File: src/rtl/mu_pkg.sv
package mu_pkg;

  localparam int DATA_W = 32;

  localparam logic [4:0] CODE_BEFORE  = 5'b00001;
  localparam logic [4:0] CODE_ONLY    = 5'b00010;
  localparam logic [4:0] CODE_INCL    = 5'b00011;
  localparam logic [4:0] CODE_PREFIX  = 5'b10000;
  localparam logic [4:0] CODE_ELEMIDX = 5'b10001;

  typedef enum logic [2:0] {
    OP_BEFORE,
    OP_ONLY,
    OP_INCL,
    OP_PREFIX,
    OP_ELEMIDX,
    OP_NONE
  } mu_op_e;

  // Cut a value to the destination element width, clearing the upper bits.
  function automatic logic [DATA_W-1:0] fit_width(logic [DATA_W-1:0] v, logic [1:0] sew);
    logic [DATA_W-1:0] r;
    case (sew)
      2'b00:   r = {24'd0, v[7:0]};
      2'b01:   r = {16'd0, v[15:0]};
      default: r = v;
    endcase
    return r;
  endfunction

  // Bit result of the set-first family, given the prior seen flag and the current bit.
  function automatic logic first_bit(mu_op_e op, logic seen, logic src);
    logic r;
    case (op)
      OP_BEFORE: r = !seen && !src;
      OP_INCL:   r = !seen;
      OP_ONLY:   r = !seen && src;
      default:   r = 1'b0;
    endcase
    return r;
  endfunction

endpackage

File: src/rtl/mu_decode.sv
module mu_decode
  import mu_pkg::*;
(
  input  logic [4:0] code,
  output mu_op_e     op,
  output logic       legal
);
  always_comb begin
    case (code)
      CODE_BEFORE:  op = OP_BEFORE;
      CODE_ONLY:    op = OP_ONLY;
      CODE_INCL:    op = OP_INCL;
      CODE_PREFIX:  op = OP_PREFIX;
      CODE_ELEMIDX: op = OP_ELEMIDX;
      default:      op = OP_NONE;
    endcase
    legal = (op != OP_NONE);
  end
endmodule

File: src/rtl/mu_track.sv
module mu_track #(
  parameter int CNT_W = 12
) (
  input  logic             clk,
  input  logic             rst_n,
  input  logic             step,
  input  logic             restart,
  input  logic             advance,
  input  logic             src,
  output logic             seen_eff,
  output logic [CNT_W-1:0] count_eff,
  output logic             found_q,
  output logic [CNT_W-1:0] count_q
);
  // Element zero sees a cleared state whatever the stored values are.
  assign seen_eff  = restart ? 1'b0 : found_q;
  assign count_eff = restart ? '0 : count_q;

  always_ff @(posedge clk or negedge rst_n) begin
    if (!rst_n) begin
      found_q <= 1'b0;
      count_q <= '0;
    end else if (step) begin
      if (advance) begin
        found_q <= seen_eff | src;
        count_q <= count_eff + CNT_W'(src);
      end else if (restart) begin
        found_q <= 1'b0;
        count_q <= '0;
      end
    end
  end
endmodule

File: src/rtl/mu_result.sv
module mu_result
  import mu_pkg::*;
#(
  parameter int IDX_W = 12,
  parameter int CNT_W = 12
) (
  input  mu_op_e            op,
  input  logic              seen,
  input  logic [CNT_W-1:0]  count,
  input  logic [IDX_W-1:0]  index,
  input  logic              src,
  input  logic [1:0]        sew,
  output logic [DATA_W-1:0] value
);
  always_comb begin
    case (op)
      OP_PREFIX:  value = fit_width(DATA_W'(count), sew);
      OP_ELEMIDX: value = fit_width(DATA_W'(index), sew);
      default:    value = {{(DATA_W-1){1'b0}}, first_bit(op, seen, src)};
    endcase
  end
endmodule

File: src/rtl/mask_unary_unit.sv
module mask_unary_unit
  import mu_pkg::*;
#(
  parameter int IDX_W = 12
) (
  input  logic             clk,
  input  logic             rst_n,
  input  logic             in_valid,
  input  logic             in_active,
  input  logic [4:0]       in_code,
  input  logic [IDX_W-1:0] in_index,
  input  logic             in_src,
  input  logic [1:0]       in_sew,
  input  logic [31:0]      in_keep,
  output logic             out_valid,
  output logic             out_write,
  output logic             out_illegal,
  output logic [31:0]      out_data
);
  localparam int CNT_W = IDX_W;

  mu_op_e           op;
  logic             legal;
  logic             restart;
  logic             advance;
  logic             seen_eff;
  logic [CNT_W-1:0] count_eff;
  logic             found_q;
  logic [CNT_W-1:0] count_q;
  logic [31:0]      value;

  assign restart = (in_index == '0);
  assign advance = in_active && legal;

  mu_decode u_dec (
    .code  (in_code),
    .op    (op),
    .legal (legal)
  );

  mu_track #(.CNT_W(CNT_W)) u_trk (
    .clk       (clk),
    .rst_n     (rst_n),
    .step      (in_valid),
    .restart   (restart),
    .advance   (advance),
    .src       (in_src),
    .seen_eff  (seen_eff),
    .count_eff (count_eff),
    .found_q   (found_q),
    .count_q   (count_q)
  );

  mu_result #(.IDX_W(IDX_W), .CNT_W(CNT_W)) u_res (
    .op    (op),
    .seen  (seen_eff),
    .count (count_eff),
    .index (in_index),
    .src   (in_src),
    .sew   (in_sew),
    .value (value)
  );

  always_ff @(posedge clk or negedge rst_n) begin
    if (!rst_n) begin
      out_valid   <= 1'b0;
      out_write   <= 1'b0;
      out_illegal <= 1'b0;
      out_data    <= '0;
    end else begin
      out_valid   <= in_valid;
      out_write   <= in_valid && advance;
      out_illegal <= in_valid && !legal;
      if (in_valid) begin
        out_data <= advance ? value : in_keep;
      end
    end
  end
endmodule

File: config.mk
export PLATFORM = sky130hd
export DESIGN_NAME = mask_unary_unit
export DESIGN_NICKNAME = d
export VERILOG_FILES = /design/src/rtl/mu_pkg.sv /design/src/rtl/mu_decode.sv /design/src/rtl/mu_track.sv /design/src/rtl/mu_result.sv /design/src/rtl/mask_unary_unit.sv
export SDC_FILE = /design/constraint.sdc
export NUM_CORES = 1
export LEC_CHECK = 0
export BUFFER_PORTS_ARGS = -buffer_cell sky130_fd_sc_hd__buf_2
export CAP_MARGIN = 20
export CORE_MARGIN = 1.5
export CORE_UTILIZATION = 53
export CTS_BUF_LIST = sky130_fd_sc_hd__clkbuf_16
export CTS_CLUSTER_DIAMETER = 120
export CTS_CLUSTER_SIZE = 28
export DETAILED_ROUTE_END_ITERATION = 6
export HOLD_SLACK_MARGIN = 0.12
export PLACE_DENSITY = 0.83
export SLEW_MARGIN = 40
export SYNTH_ARGS = -nofsm -noshare
export SYNTH_HDL_FRONTEND = slang
export SYNTH_SLANG_ARGS = --single-unit
File: constraint.sdc
create_clock -name clk -period 3.6 [get_ports clk]
set_input_delay 0.54 -clock clk [delete_from_list [all_inputs] [get_ports clk]]
set_output_delay 0.54 -clock clk [all_outputs]
set_load 0.02 [all_outputs]
==> results of run 1 <==
==> worst max-delay path, stage by stage <==
cell      delay (ns)
buf_2           0.11
nor4_1          0.50
nand3_1         0.24
and2_1          0.23
ha_1            0.21
ha_1            0.23
nand4_4         0.12
or2_4           0.15
or2_4           0.14
o311ai_2        0.08
==> worst paths after layout <==
check,slack (ns),to,start,cells after the start
hold reg to reg,0.51,u_trk.found_q$_DFFE_PN0P_,u_trk.found_q$_DFFE_PN0P_,1
max in group asynchronous,2.94,out_data[13]$_DFFE_PN0P_,rst_n,1
hold / removal,0.27,out_data[25]$_DFFE_PN0P_,rst_n,1
setup reg to reg,1.72,u_trk.count_q[8]$_DFFE_PN0P_,u_trk.count_q[0]$_DFFE_PN0P_,7
setup / recovery,1.21,u_trk.count_q[8]$_DFFE_PN0P_,in_index[8],10
min in group clk,0.48,out_data[17]$_DFFE_PN0P_,in_keep[17],3
==> state kept, by name, summed over array words and instances, names as in the netlist <==
register       count
out_data          32
u_trk.count_q     12
out_illegal        1
out_valid          1
out_write          1
u_trk.found_q      1
==> report_power, final <==
part           internal, µW  switching (µW)  leakage (µW)
registers               589            29.6      0.000598
logic                  94.2             149      0.000781
clock network           326             187     0.0000798
==> cells in the final DEF, fill, tap and decap left out, types with 2 or more instances in the layout <==
cell	netlist	routed
buf_2	0	89
dfrtp_1	48	48
o21ai_0	30	30
nand3_1	23	23
inv_1	22	22
nor2_1	18	18
nand2_1	13	13
a221oi_1	8	8
a211oi_1	7	7
nor4_1	5	5
a22o_1	5	5
a31oi_1	5	5
clkbuf_16	0	5
a22oi_1	4	4
nor2b_1	4	4
and2_1	3	3
nand4_1	3	3
mux2i_1	3	3
and3_1	2	2
or2_4	2	2
o211ai_1	2	2
xor2_1	2	2
nor3_1	2	2
ha_1	2	2
buf_4	4	2
==> layout make-up <==
class | count | share of cell area, %
Clock buffer | 5 | 4.14
Clock inverter | 3 | 1.41
Tap cell | 52 | 2.15
Timing Repair Buffer | 91 | 15.2
Sequential cell | 48 | 39.7
Multi-Input combinational cell | 162 | 34.5
Inverter | 23 | 2.85
==> stage by stage <==
| stage | power (µW) | area, µm² | hold slack, ns | util (%) | worst slack (ns) |
|---|---|---|---|---|---|
| 6_report | 1380 | 3020 | 0.266 | 69.0 | 1.21 |
| 2_1_floorplan | 766 | 2420 | 0.244 | - | 1.43 |
| 3_5_place_dp | 871 | 2860 | 0.488 | 65.2 | 1.03 |
| 4_1_cts | 1390 | 3020 | 0.285 | 69.0 | 1.30 |
| 5_1_grt | 1440 | 3020 | 0.318 | 69.0 | 1.10 |
| 3_3_place_gp | 866 | 2850 | 0.465 | 65.1 | 1.08 |
==> layer usage <==
| metal | global-route usage, % | wire length (µm) | vias up |
|---|---|---|---|
| met3 | 4.99 | 409 | 16 |
| met5 | 0 | 0 | - |
| met4 | 10.5 | 148 | 0 |
| met2 | 37.7 | 2800 | 93 |
| li1 | - | - | 1062 |
| met1 | 36.0 | 2640 | 1047 |
==> cells by family (layout without fill, tap and decap cells) <==
kind of cell	Yosys count	after routing	synth area share, %
compound gates	69	69	19.8
xor+xnor	2	2	0.723
fa+ha+maj	2	2	1.03
buf+inv	38	122	7.33
flops	48	48	49.6
mux	3	3	1.24
simple gates	86	86	20.3
==> impl_metrics.prom, run 1 <==
# TYPE chip_impl_metric gauge
chip_impl_info{name="run_status",value="finished clean"} 1
chip_impl_metric{name="count_of_final_setup_violators",unit=""} 0
chip_impl_metric{name="groute.usage.overall",unit="%"} 25.1
chip_impl_metric{name="irDropWorstVdd",unit="mV"} 0.309
chip_impl_metric{name="layoutNonFillerInstCount",unit=""} 384
chip_impl_info{name="tritoncts",value="built"} 1
chip_impl_metric{name="core_area",unit="µm²"} 4380
chip_impl_metric{name="grt_pass1_vias",unit=""} 2119
chip_impl_metric{name="dieWidth",unit="µm"} 70.6
chip_impl_metric{name="synthesis.area",unit="µm²"} 2420
chip_impl_info{name="crit_path_end_kind",value="flip-flop"} 1
chip_impl_metric{name="timing.slew.headroom",unit="%"} 60.8
chip_impl_metric{name="synth_fp_nets",unit=""} 306
chip_impl_metric{name="antenna_violations_before_repair",unit=""} 0
chip_impl_metric{name="initial_core_util",unit="%"} 55.3
chip_impl_metric{name="postRouteWirelength",unit="mm"} 6.00
chip_impl_metric{name="antenna_cells_inserted",unit=""} 0
chip_impl_metric{name="place.detailed.instances",unit=""} 376
chip_impl_metric{name="port_buffers",unit=""} 90
chip_impl_metric{name="io_pins",unit=""} 91
chip_impl_info{name="timing.critical_path.from_type",value="primary input"} 1
chip_impl_metric{name="ys_async_sr_fraction",unit="%"} 100
chip_impl_metric{name="gp_congestion",unit=""} 0.898
chip_impl_metric{name="drive_above_1_share",unit="%"} 34.9
chip_impl_metric{name="dp.final_hpwl",unit="mm"} 4.20
chip_impl_metric{name="vias_per_cell",unit=""} 5.78
chip_impl_metric{name="cp_data_required_time",unit="ns"} 3.75
chip_impl_metric{name="synth.avg_cell_area",unit="µm²"} 9.77
chip_impl_info{name="root_buffer",value="clkbuf_16"} 1
chip_impl_metric{name="dieArea",unit="µm²"} 4990
chip_impl_metric{name="nNetsFinal",unit=""} 389
chip_impl_metric{name="grt_max_degree",unit=""} 52
chip_impl_metric{name="synth.distinct_cells",unit=""} 46
chip_impl_metric{name="syn-instance-count",unit=""} 248
chip_impl_metric{name="period_minus_slack",unit="ns"} 2.39
chip_impl_metric{name="post-route-period-util",unit="%"} 66.5
chip_impl_metric{name="worst_slew_pin_slew",unit="ns"} 0.588
chip_impl_info{name="synth_ff_type",value="dfrtp_1"} 1
chip_impl_metric{name="power.static_leakage",unit="µW"} 0.00146
chip_impl_info{name="path_class",value="in2reg"} 1
chip_impl_info{name="worst_hold_path_type",value="in2async"} 1
chip_impl_metric{name="cts_inserted_buffers",unit=""} 5
chip_impl_metric{name="power_density",unit="nW/µm²"} 455
chip_impl_metric{name="timing.final.hold_violations",unit=""} 0
chip_impl_metric{name="fin_setup_tns",unit="ns"} 0
chip_impl_metric{name="wl_per_cell",unit="µm"} 15.6
chip_impl_info{name="most_instantiated_cells_after_synthesis",value="dfrtp_1 (48), o21ai_0 (30), nand3_1 (23)"} 1
chip_impl_info{name="grt_setup_unrepaired",value="no"} 1
chip_impl_metric{name="post-route-drc-count",unit=""} 0
chip_impl_metric{name="postCtsSetupRepairBufs",unit=""} 0
chip_impl_metric{name="maxClockFrequency",unit="MHz"} 418
chip_impl_metric{name="ys_seq_elements",unit=""} 48
chip_impl_metric{name="dr_iter_0_viols",unit=""} 168
chip_impl_metric{name="multi_input_area",unit="µm²"} 1040
chip_impl_metric{name="synth_largest_type_area_fraction",unit="%"} 49.6
chip_impl_metric{name="ys_warn_count",unit=""} 0
chip_impl_metric{name="dr.pass1.iters",unit=""} 4
chip_impl_metric{name="synth_enable_flop_cells",unit=""} 0
chip_impl_metric{name="cts.repair.resized",unit=""} 0
chip_impl_metric{name="maxSlewViolCount",unit=""} 0
chip_impl_metric{name="max-cap-violations",unit=""} 0
chip_impl_info{name="synth.most_common_cell",value="dfrtp_1"} 1
chip_impl_metric{name="fill_cells",unit=""} 338
chip_impl_metric{name="grt_first_pass_wirelength",unit="mm"} 9.94
chip_impl_metric{name="arrival",unit="ns"} 2.54
chip_impl_info{name="yosys-top-cells-area",value="dfrtp_1 (50%), o21ai_0 (6.2%), nand3_1 (4.8%), inv_1 (3.4%), a221oi_1 (2.9%)"} 1
chip_impl_metric{name="clk_path_buf_depth",unit=""} 2
chip_impl_metric{name="clk-insertion-delay-late",unit="ns"} 0.28
chip_impl_metric{name="layout-area-overhead-vs-synth",unit="%"} 24.8
chip_impl_metric{name="post_cts_hold_buffer_count",unit=""} 0
chip_impl_info{name="top_cell_type_by_total_area_after_synthesis",value="dfrtp_1"} 1
chip_impl_metric{name="gr-total-overflow",unit=""} 0
chip_impl_metric{name="fp.dieH",unit="µm"} 70.6
chip_impl_metric{name="final_antenna_net_count",unit=""} 0
chip_impl_metric{name="clkTransAtPathRegs",unit="ns"} 0.06
chip_impl_metric{name="final.setup_skew",unit="ns"} 0.00233
chip_impl_metric{name="cts_max_level",unit=""} 2
chip_impl_metric{name="yosysSeqAreaShare",unit="%"} 49.6
chip_impl_metric{name="clock-sinks",unit=""} 48
chip_impl_metric{name="rows",unit=""} 24
chip_impl_metric{name="crit_fanout",unit=""} 5
chip_impl_metric{name="layout.area.seq",unit="µm²"} 1200
chip_impl_metric{name="route.vias.total",unit=""} 2218
Power figures use the tool's default switching activity.
==> run 2, diff against run 1 <==
CORE_UTILIZATION = 44   (was 53)
PLACE_DENSITY = 0.74   (was 0.83)
clock period = 2 ns   (was 3.6 ns; I/O delays follow)
==> run 2 against run 1 <==
Flip-flop and latch count stayed put. Worst hold slack worse by 0.017 ns. Non-clock buffer count is 15 higher. Critical endpoint unchanged.
==> impl_metrics.prom, run 2 (synthesis gave the netlist of run 1 again) <==
# TYPE chip_impl_metric gauge
chip_impl_info{name="run_status",value="finished clean"} 1
chip_impl_metric{name="nNetsFinal",unit=""} 404
chip_impl_metric{name="clk-insertion-delay-late",unit="ns"} 0.28
chip_impl_info{name="crit_path_end_kind",value="flip-flop"} 1
chip_impl_metric{name="postCtsSetupRepairBufs",unit=""} 0
chip_impl_metric{name="maxSlewViolCount",unit=""} 0
chip_impl_metric{name="fp.dieH",unit="µm"} 77.2
chip_impl_metric{name="dp.final_hpwl",unit="mm"} 4.46
chip_impl_metric{name="rows",unit=""} 26
chip_impl_metric{name="timing.final.hold_violations",unit=""} 0
chip_impl_metric{name="timing.reg2reg.worst_path_depth",unit=""} 7
chip_impl_info{name="top_regs",value="out_data x32, u_trk.count_q x12"} 1
chip_impl_info{name="rr_endpoint",value="u_trk.count_q[8]$_DFFE_PN0P_"} 1
chip_impl_metric{name="cp_data_required_time",unit="ns"} 2.14
chip_impl_metric{name="cts_inserted_buffers",unit=""} 5
chip_impl_metric{name="power.static_leakage",unit="µW"} 0.00154
chip_impl_metric{name="maxClockFrequency",unit="MHz"} 538
chip_impl_info{name="layout.cells.most_common",value="buf_2"} 1
chip_impl_metric{name="antenna_cells_inserted",unit=""} 0
chip_impl_metric{name="sequentialPowerShare",unit="%"} 44.9
chip_impl_metric{name="multi_input_area",unit="µm²"} 1040
chip_impl_metric{name="power_density",unit="nW/µm²"} 782
chip_impl_metric{name="port_buffers",unit=""} 90
chip_impl_metric{name="initial_core_util",unit="%"} 46.5
chip_impl_metric{name="groute.usage.overall",unit="%"} 20.4
chip_impl_metric{name="cts_max_level",unit=""} 2
chip_impl_info{name="grt_setup_unrepaired",value="no"} 1
chip_impl_metric{name="grt_first_pass_wirelength",unit="mm"} 9.76
chip_impl_metric{name="dr.pass1.iters",unit=""} 4
chip_impl_metric{name="post_dp_cell_area",unit="µm²"} 2990
chip_impl_metric{name="clock-sinks",unit=""} 48
chip_impl_metric{name="cts.repair.resized",unit=""} 0
chip_impl_metric{name="worst_slew_pin_slew",unit="ns"} 0.519
chip_impl_metric{name="irDropWorstVdd",unit="mV"} 0.461
chip_impl_info{name="timing.critical_path.from_type",value="primary input"} 1
chip_impl_metric{name="crit_fanout",unit=""} 5
chip_impl_metric{name="drive_above_1_share",unit="%"} 37.2
chip_impl_metric{name="max-cap-violations",unit=""} 0
chip_impl_metric{name="period_minus_slack",unit="ns"} 1.86
chip_impl_info{name="tritoncts",value="built"} 1
chip_impl_metric{name="final.setup_skew",unit="ns"} 0.00518
chip_impl_metric{name="post_cts_hold_buffer_count",unit=""} 1
chip_impl_metric{name="final_cell_area",unit="µm²"} 3170
chip_impl_metric{name="pwr-share-clk",unit="%"} 36.8
chip_impl_metric{name="route.vias.total",unit=""} 2179
chip_impl_metric{name="largest_reg_flops",unit=""} 32
chip_impl_info{name="registers.top_by_ff_count",value="out_data"} 1
chip_impl_metric{name="count_of_final_setup_violators",unit=""} 0
chip_impl_metric{name="wl_per_cell",unit="µm"} 14.0
chip_impl_metric{name="r2r_slack",unit="ns"} 0.18
chip_impl_metric{name="gp_congestion",unit=""} 0.884
chip_impl_metric{name="p_comb_share",unit="%"} 18.4
chip_impl_info{name="cp-startpoint",value="in_index[4]"} 1
chip_impl_metric{name="switching_power",unit="µW"} 648
chip_impl_metric{name="layout.area.seq",unit="µm²"} 1200
chip_impl_info{name="worstHoldEndpoint",value="out_data[27]$_DFFE_PN0P_"} 1
chip_impl_metric{name="dr_iter_0_viols",unit=""} 115
chip_impl_metric{name="grt_pass1_vias",unit=""} 2060
chip_impl_metric{name="io_pins",unit=""} 91
chip_impl_metric{name="core_area",unit="µm²"} 5200
chip_impl_metric{name="vias_per_cell",unit=""} 5.23
chip_impl_metric{name="antenna_violations_before_repair",unit=""} 0
chip_impl_metric{name="grt_max_degree",unit=""} 64
chip_impl_info{name="layout.cells.most_common_list",value="buf_2 (90), dfrtp_1 (48), o21ai_0 (30)"} 1
chip_impl_info{name="path_class",value="in2reg"} 1
chip_impl_metric{name="gr-total-overflow",unit=""} 0
chip_impl_metric{name="fill_cells",unit=""} 451
chip_impl_metric{name="netSwitchingFraction",unit="%"} 26.1
chip_impl_info{name="hold_path.startpoint",value="in_keep[27]"} 1
chip_impl_metric{name="dieWidth",unit="µm"} 77.2
chip_impl_metric{name="post-route-period-util",unit="%"} 92.9
chip_impl_metric{name="layout-area-overhead-vs-synth",unit="%"} 30.9
chip_impl_metric{name="timing.slew.headroom",unit="%"} 65.3
chip_impl_metric{name="postRouteWirelength",unit="mm"} 5.85
chip_impl_info{name="worst_hold_path_type",value="in2reg"} 1
chip_impl_metric{name="arrival",unit="ns"} 2.00
chip_impl_info{name="r2r_start",value="u_trk.count_q[0]$_DFFE_PN0P_"} 1
chip_impl_metric{name="final_antenna_net_count",unit=""} 0
chip_impl_metric{name="dieArea",unit="µm²"} 5960
chip_impl_metric{name="clkTransAtPathRegs",unit="ns"} 0.06
chip_impl_metric{name="fin_setup_tns",unit="ns"} 0
chip_impl_metric{name="finalHoldWorstSlack",unit="ns"} 0.248
chip_impl_metric{name="clk_path_buf_depth",unit=""} 2
chip_impl_info{name="root_buffer",value="clkbuf_16"} 1
chip_impl_metric{name="internal_power",unit="µW"} 1830
chip_impl_metric{name="post-route-drc-count",unit=""} 0
chip_impl_metric{name="hold_depth",unit=""} 3
==> run 2: cell count changes in the layout (fill, tap and decap cells not counted) <==
cell,change
buf_4,+12
buf_12,+1
buf_2,+1
clkinv_1,+1
clkinv_2,-1
clkinv_4,+1
clkinvlp_4,-1
dlygate4sd3_1,+1
==> run 2: worst max-delay path, cell delays in order <==
cell and delay, ns:
buf_2 0.11, nor4_1 0.28, buf_4 0.17, nand3_1 0.08, and2_1 0.18, ha_1 0.19
ha_1 0.23, nand4_4 0.12, or2_4 0.14, or2_4 0.13, o311ai_2 0.07
==> run 2: routing by layer <==
metal	wire, µm	share of wire (%)	vias to the layer above	GRT usage (%)
met5	0	0	-	0
met4	70	1.2	0	4.91
met3	337	5.8	8	3.57
met2	2700	46	78	31.8
met1	2750	47	1001	29.6
li1	-	-	1092	-
==> run 2: layout make-up <==
class | instances | share of cell area (%)
multi-input cells | 162 | 32.9
clock inverters | 3 | 1.34
clock buffers | 5 | 3.94
inverters | 23 | 2.72
flip-flops and latches | 48 | 37.9
repair buffers | 106 | 18.5
well taps | 70 | 2.76
==> run 2: power by group through the flow <==
stage	sequential (µW)	combinational (µW)	clock [µW]
after floorplan	1210	166	0
after global placement	1130	451	0
after detailed placement	1130	457	0
after CTS	1110	461	929
after global routing	1120	503	981
final	1110	456	912
==> run 2: stage by stage <==
step | total power [µW] | cells | utilization (%) | worst slack [ns]
global route | 2610 | 417 | 60.9 | 0.0633
CTS | 2500 | 417 | 60.9 | 0.143
global placement | 1580 | 408 | 57.5 | -0.103
detailed placement | 1590 | 408 | 57.5 | -0.147
floorplan | 1380 | 248 | - | 0.0730
finish | 2480 | 417 | 60.9 | 0.141
==> run 2: how the worst max path moves through the flow <==
stage                                         endpoint  slack, ns  depth (start not counted)
after floorplan           u_trk.count_q[8]$_DFFE_PN0P_       0.07                          9
after global placement    u_trk.count_q[8]$_DFFE_PN0P_      -0.10                         11
after detailed placement  u_trk.count_q[8]$_DFFE_PN0P_      -0.15                         11
after CTS                 u_trk.count_q[8]$_DFFE_PN0P_       0.14                         11
after global routing      u_trk.count_q[8]$_DFFE_PN0P_       0.06                         11
final                     u_trk.count_q[8]$_DFFE_PN0P_       0.14                         11
==> run 3, diff against run 2 <==
ABC_AREA = 1   (was not set)
PLACE_DENSITY = 0.73   (was 0.74)
SETUP_SLACK_MARGIN = 0.2   (was not set)
==> run 3 against run 2 <==
Largest power group unchanged. Area after synthesis rose by 1.7%. Via count rose by 10%. Highest routed layer unchanged. Register-to-register slack improved by 0.15 ns.
==> impl_metrics.prom, run 3 <==
# TYPE chip_impl_metric gauge
chip_impl_metric{name="cts_max_level",unit=""} 2
chip_impl_metric{name="nNetsFinal",unit=""} 465
chip_impl_info{name="registers.top_by_ff_count",value="out_data"} 1
chip_impl_metric{name="synth_compound_area_share",unit="%"} 13.5
chip_impl_metric{name="synth.distinct_cells",unit=""} 30
chip_impl_metric{name="timing.slew.headroom",unit="%"} 66.1
chip_impl_metric{name="power_density",unit="nW/µm²"} 742
chip_impl_info{name="layout.cells.most_common",value="nand2_1"} 1
chip_impl_metric{name="port_buffers",unit=""} 90
chip_impl_metric{name="synth_enable_flop_cells",unit=""} 0
chip_impl_metric{name="post_synth_fa_ha_maj_area_fraction",unit="%"} 1.02
chip_impl_metric{name="initial_core_util",unit="%"} 45.3
chip_impl_metric{name="worst_slew_pin_slew",unit="ns"} 0.508
chip_impl_metric{name="clk_path_buf_depth",unit=""} 2
chip_impl_info{name="synth.most_common_cell",value="nand2_1"} 1
chip_impl_metric{name="drive_above_1_share",unit="%"} 29.4
chip_impl_info{name="cp_slowest_cell",value="ha_2"} 1
chip_impl_metric{name="fp.dieH",unit="µm"} 77.8
chip_impl_metric{name="wl_per_cell",unit="µm"} 13.7
chip_impl_metric{name="max-cap-violations",unit=""} 0
chip_impl_info{name="tritoncts",value="built"} 1
chip_impl_metric{name="maxSlewViolCount",unit=""} 0
chip_impl_metric{name="synthXorXnorAreaFrac",unit="%"} 2.49
chip_impl_metric{name="timing.final.hold_violations",unit=""} 0
chip_impl_metric{name="ys_warn_count",unit=""} 0
chip_impl_metric{name="route.vias.total",unit=""} 2396
chip_impl_metric{name="dieArea",unit="µm²"} 6050
chip_impl_metric{name="dr_iter_0_viols",unit=""} 151
chip_impl_info{name="top_cell_type_by_total_area_after_synthesis",value="dfrtp_1"} 1
chip_impl_metric{name="cp_data_required_time",unit="ns"} 2.18
chip_impl_info{name="synth_top_family_by_area",value="simple AND/OR/NAND/NOR gates"} 1
chip_impl_metric{name="finalHoldWorstSlack",unit="ns"} 0.258
chip_impl_info{name="top_regs",value="out_data x32, u_trk.count_q x12"} 1
chip_impl_metric{name="post_place_setup_slack",unit="ns"} -0.0174
chip_impl_info{name="crit_path_end_kind",value="flip-flop"} 1
chip_impl_metric{name="clock-sinks",unit=""} 48
chip_impl_metric{name="final.setup_skew",unit="ns"} 0.00545
chip_impl_metric{name="cts_inserted_buffers",unit=""} 5
chip_impl_metric{name="dp.final_hpwl",unit="mm"} 4.75
chip_impl_metric{name="grt_pass1_vias",unit=""} 2183
chip_impl_info{name="worst_hold_path_type",value="in2reg"} 1
chip_impl_metric{name="synth.avg_cell_area",unit="µm²"} 7.79
chip_impl_metric{name="gr-total-overflow",unit=""} 0
chip_impl_info{name="most_instantiated_cells_after_synthesis",value="nand2_1 (106), dfrtp_1 (48), o21ai_0 (37)"} 1
chip_impl_metric{name="ys_seq_elements",unit=""} 48
chip_impl_metric{name="post_synth_mux_area_share",unit="%"} 0
chip_impl_metric{name="vias_per_cell",unit=""} 4.99
chip_impl_metric{name="layout-area-overhead-vs-synth",unit="%"} 28.5
chip_impl_info{name="layout.cells.most_common_list",value="nand2_1 (106), buf_2 (90), dfrtp_1 (48)"} 1
chip_impl_metric{name="dieWidth",unit="µm"} 77.8
chip_impl_metric{name="yosysSeqAreaShare",unit="%"} 48.8
chip_impl_metric{name="cp_slowest_stage_delay",unit="ns"} 0.19
chip_impl_info{name="path_class",value="in2reg"} 1
chip_impl_metric{name="core_area",unit="µm²"} 5440
chip_impl_metric{name="irDropWorstVdd",unit="mV"} 0.420
chip_impl_metric{name="antenna_violations_before_repair",unit=""} 0
chip_impl_info{name="critical_path.cell_chain",value="buf_2, nor2_1, and2_1, nand2_2, inv_1, nor2_4, ha_2, ha_1, nand2_1, inv_1, nand2_1, nor2_2, nand3_2, clkinv_1, nand3_1, nand2_1, nand2_1"} 1
chip_impl_info{name="grt_setup_unrepaired",value="no"} 1
chip_impl_metric{name="count_of_final_setup_violators",unit=""} 0
chip_impl_metric{name="post-route-period-util",unit="%"} 84.7
chip_impl_metric{name="synthesis.area",unit="µm²"} 2460
chip_impl_metric{name="rows",unit=""} 27
chip_impl_metric{name="final_antenna_net_count",unit=""} 0
chip_impl_info{name="path_delay_family",value="simple AND/OR/NAND/NOR gates"} 1
chip_impl_metric{name="period_minus_slack",unit="ns"} 1.69
chip_impl_info{name="root_buffer",value="clkbuf_16"} 1
chip_impl_metric{name="postCtsSetupRepairBufs",unit=""} 0
chip_impl_metric{name="postRouteWirelength",unit="mm"} 6.56
chip_impl_metric{name="synth_fp_nets",unit=""} 374
chip_impl_metric{name="post-route-drc-count",unit=""} 0
chip_impl_metric{name="worst_slack",unit="ns"} 0.306
chip_impl_metric{name="groute.usage.overall",unit="%"} 22.1
chip_impl_metric{name="worstPathBufferInverterCount",unit=""} 4
chip_impl_metric{name="synth_simple_gate_area_share",unit="%"} 27.5
chip_impl_info{name="run_status",value="finished clean"} 1
chip_impl_metric{name="synth_largest_type_area_fraction",unit="%"} 48.8
chip_impl_info{name="worst_path_most_repeated_cell",value="nand2_1"} 1
chip_impl_metric{name="ys_async_sr_fraction",unit="%"} 100
chip_impl_metric{name="clkTransAtPathRegs",unit="ns"} 0.07
chip_impl_metric{name="fill_cells",unit=""} 530
chip_impl_metric{name="grt_first_pass_wirelength",unit="mm"} 10.3
chip_impl_metric{name="maxClockFrequency",unit="MHz"} 590
chip_impl_metric{name="crit_fanout",unit=""} 3
chip_impl_metric{name="io_pins",unit=""} 91
chip_impl_info{name="timing.critical_path.from_type",value="primary input"} 1
chip_impl_metric{name="clk-insertion-delay-late",unit="ns"} 0.29
chip_impl_metric{name="largest_reg_flops",unit=""} 32
chip_impl_metric{name="dr.pass1.iters",unit=""} 4
chip_impl_metric{name="syn-instance-count",unit=""} 316
chip_impl_info{name="synth_ff_type",value="dfrtp_1"} 1
chip_impl_metric{name="power.static_leakage",unit="µW"} 0.00159
chip_impl_metric{name="gp_congestion",unit=""} 0.849
chip_impl_metric{name="arrival",unit="ns"} 1.87
chip_impl_metric{name="grt_max_degree",unit=""} 30
chip_impl_info{name="yosys-top-cells-area",value="dfrtp_1 (49%), nand2_1 (16%), o21ai_0 (7.5%), nor2_1 (4.0%), a21oi_1 (3.7%)"} 1
chip_impl_metric{name="antenna_cells_inserted",unit=""} 0
==> run 3: changes by cell type after synthesis, moves of 8 or more <==
cell | before | now
a21oi_1 | 1 | 18
nand2_1 | 13 | 106
nand3_1 | 23 | 10
a221oi_1 | 8 | 0
nor2_1 | 18 | 26
==> run 3: final cells by class <==
| type | count | area, µm² | area share [%] |
|---|---|---|---|
| tap | 72 | 90.1 | 2.85 |
| timing repair buffer | 98 | 526 | 16.6 |
| multi-input combinational | 230 | 1110 | 35.2 |
| clock inverter | 3 | 18.8 | 0.593 |
| inverter | 24 | 90.1 | 2.85 |
| sequential | 48 | 1200 | 38.0 |
| clock buffer | 5 | 125 | 3.95 |
==> run 3: timing repair <==
action	in CTS	in global routing
endpoints found under the hold margin	20	0
hold buffers	1	0
gates resized for setup	0	5
endpoints found under the setup margin	0	5
==> run 3: worst min-delay path, cell delays in order <==
cell     delay [ns]
buf_2          0.09
nand2_1        0.04
o21ai_0        0.07
==> run 3: power by group <==
part | switching, µW | internal, µW
sequential | 44.5 | 1050
clock | 366 | 459
combinational | 269 | 156
==> run 3: cell families after synthesis <==
group,Yosys count
and+or+nand+nor,158
AOI/OAI and AO/OA,63
DFF,48
buffers and inverters,38
xor gates and xnor gates,7
adders and majority gates,2
==> run 3: per-stage QoR <==
stage	cells	TNS [ns]	utilization (%)	cell area, µm²	power [µW]
5_1_grt	480	0	58.2	3160	2460
3_3_place_gp	471	0	55.0	2990	1520
2_1_floorplan	316	0	-	2460	1340
3_5_place_dp	471	-0.0174	55.0	2990	1530
4_1_cts	480	0	57.9	3150	2350
6_report	480	0	58.2	3160	2350
==> run 3: path summary, 6_finish.rpt <==
path / to / start / slack, ns / cells after the start
max: u_trk.count_q[10]$_DFFE_PN0P_ / in_index[1] / 0.31 / 17
min: out_data[30]$_DFFE_PN0P_ / in_keep[30] / 0.26 / 3
max reg2reg: u_trk.count_q[10]$_DFFE_PN0P_ / u_trk.count_q[0]$_DFFE_PN0P_ / 0.33 / 13
min reg2reg: out_data[26]$_DFFE_PN0P_ / out_data[26]$_DFFE_PN0P_ / 0.48 / 2
max in group asynchronous: out_data[7]$_DFFE_PN0P_ / rst_n / 0.96 / 3
min in group asynchronous: out_data[14]$_DFFE_PN0P_ / rst_n / 0.51 / 2
==> run 3: layer usage <==
metal	share of wire (%)	wire, µm	up-vias	global-route usage [%]
met5	0	0	-	0
met4	1.3	87	0	6.55
met3	5.8	382	9	5.06
met2	48	3180	74	36.2
met1	44	2920	1126	29.2
li1	-	-	1187	-
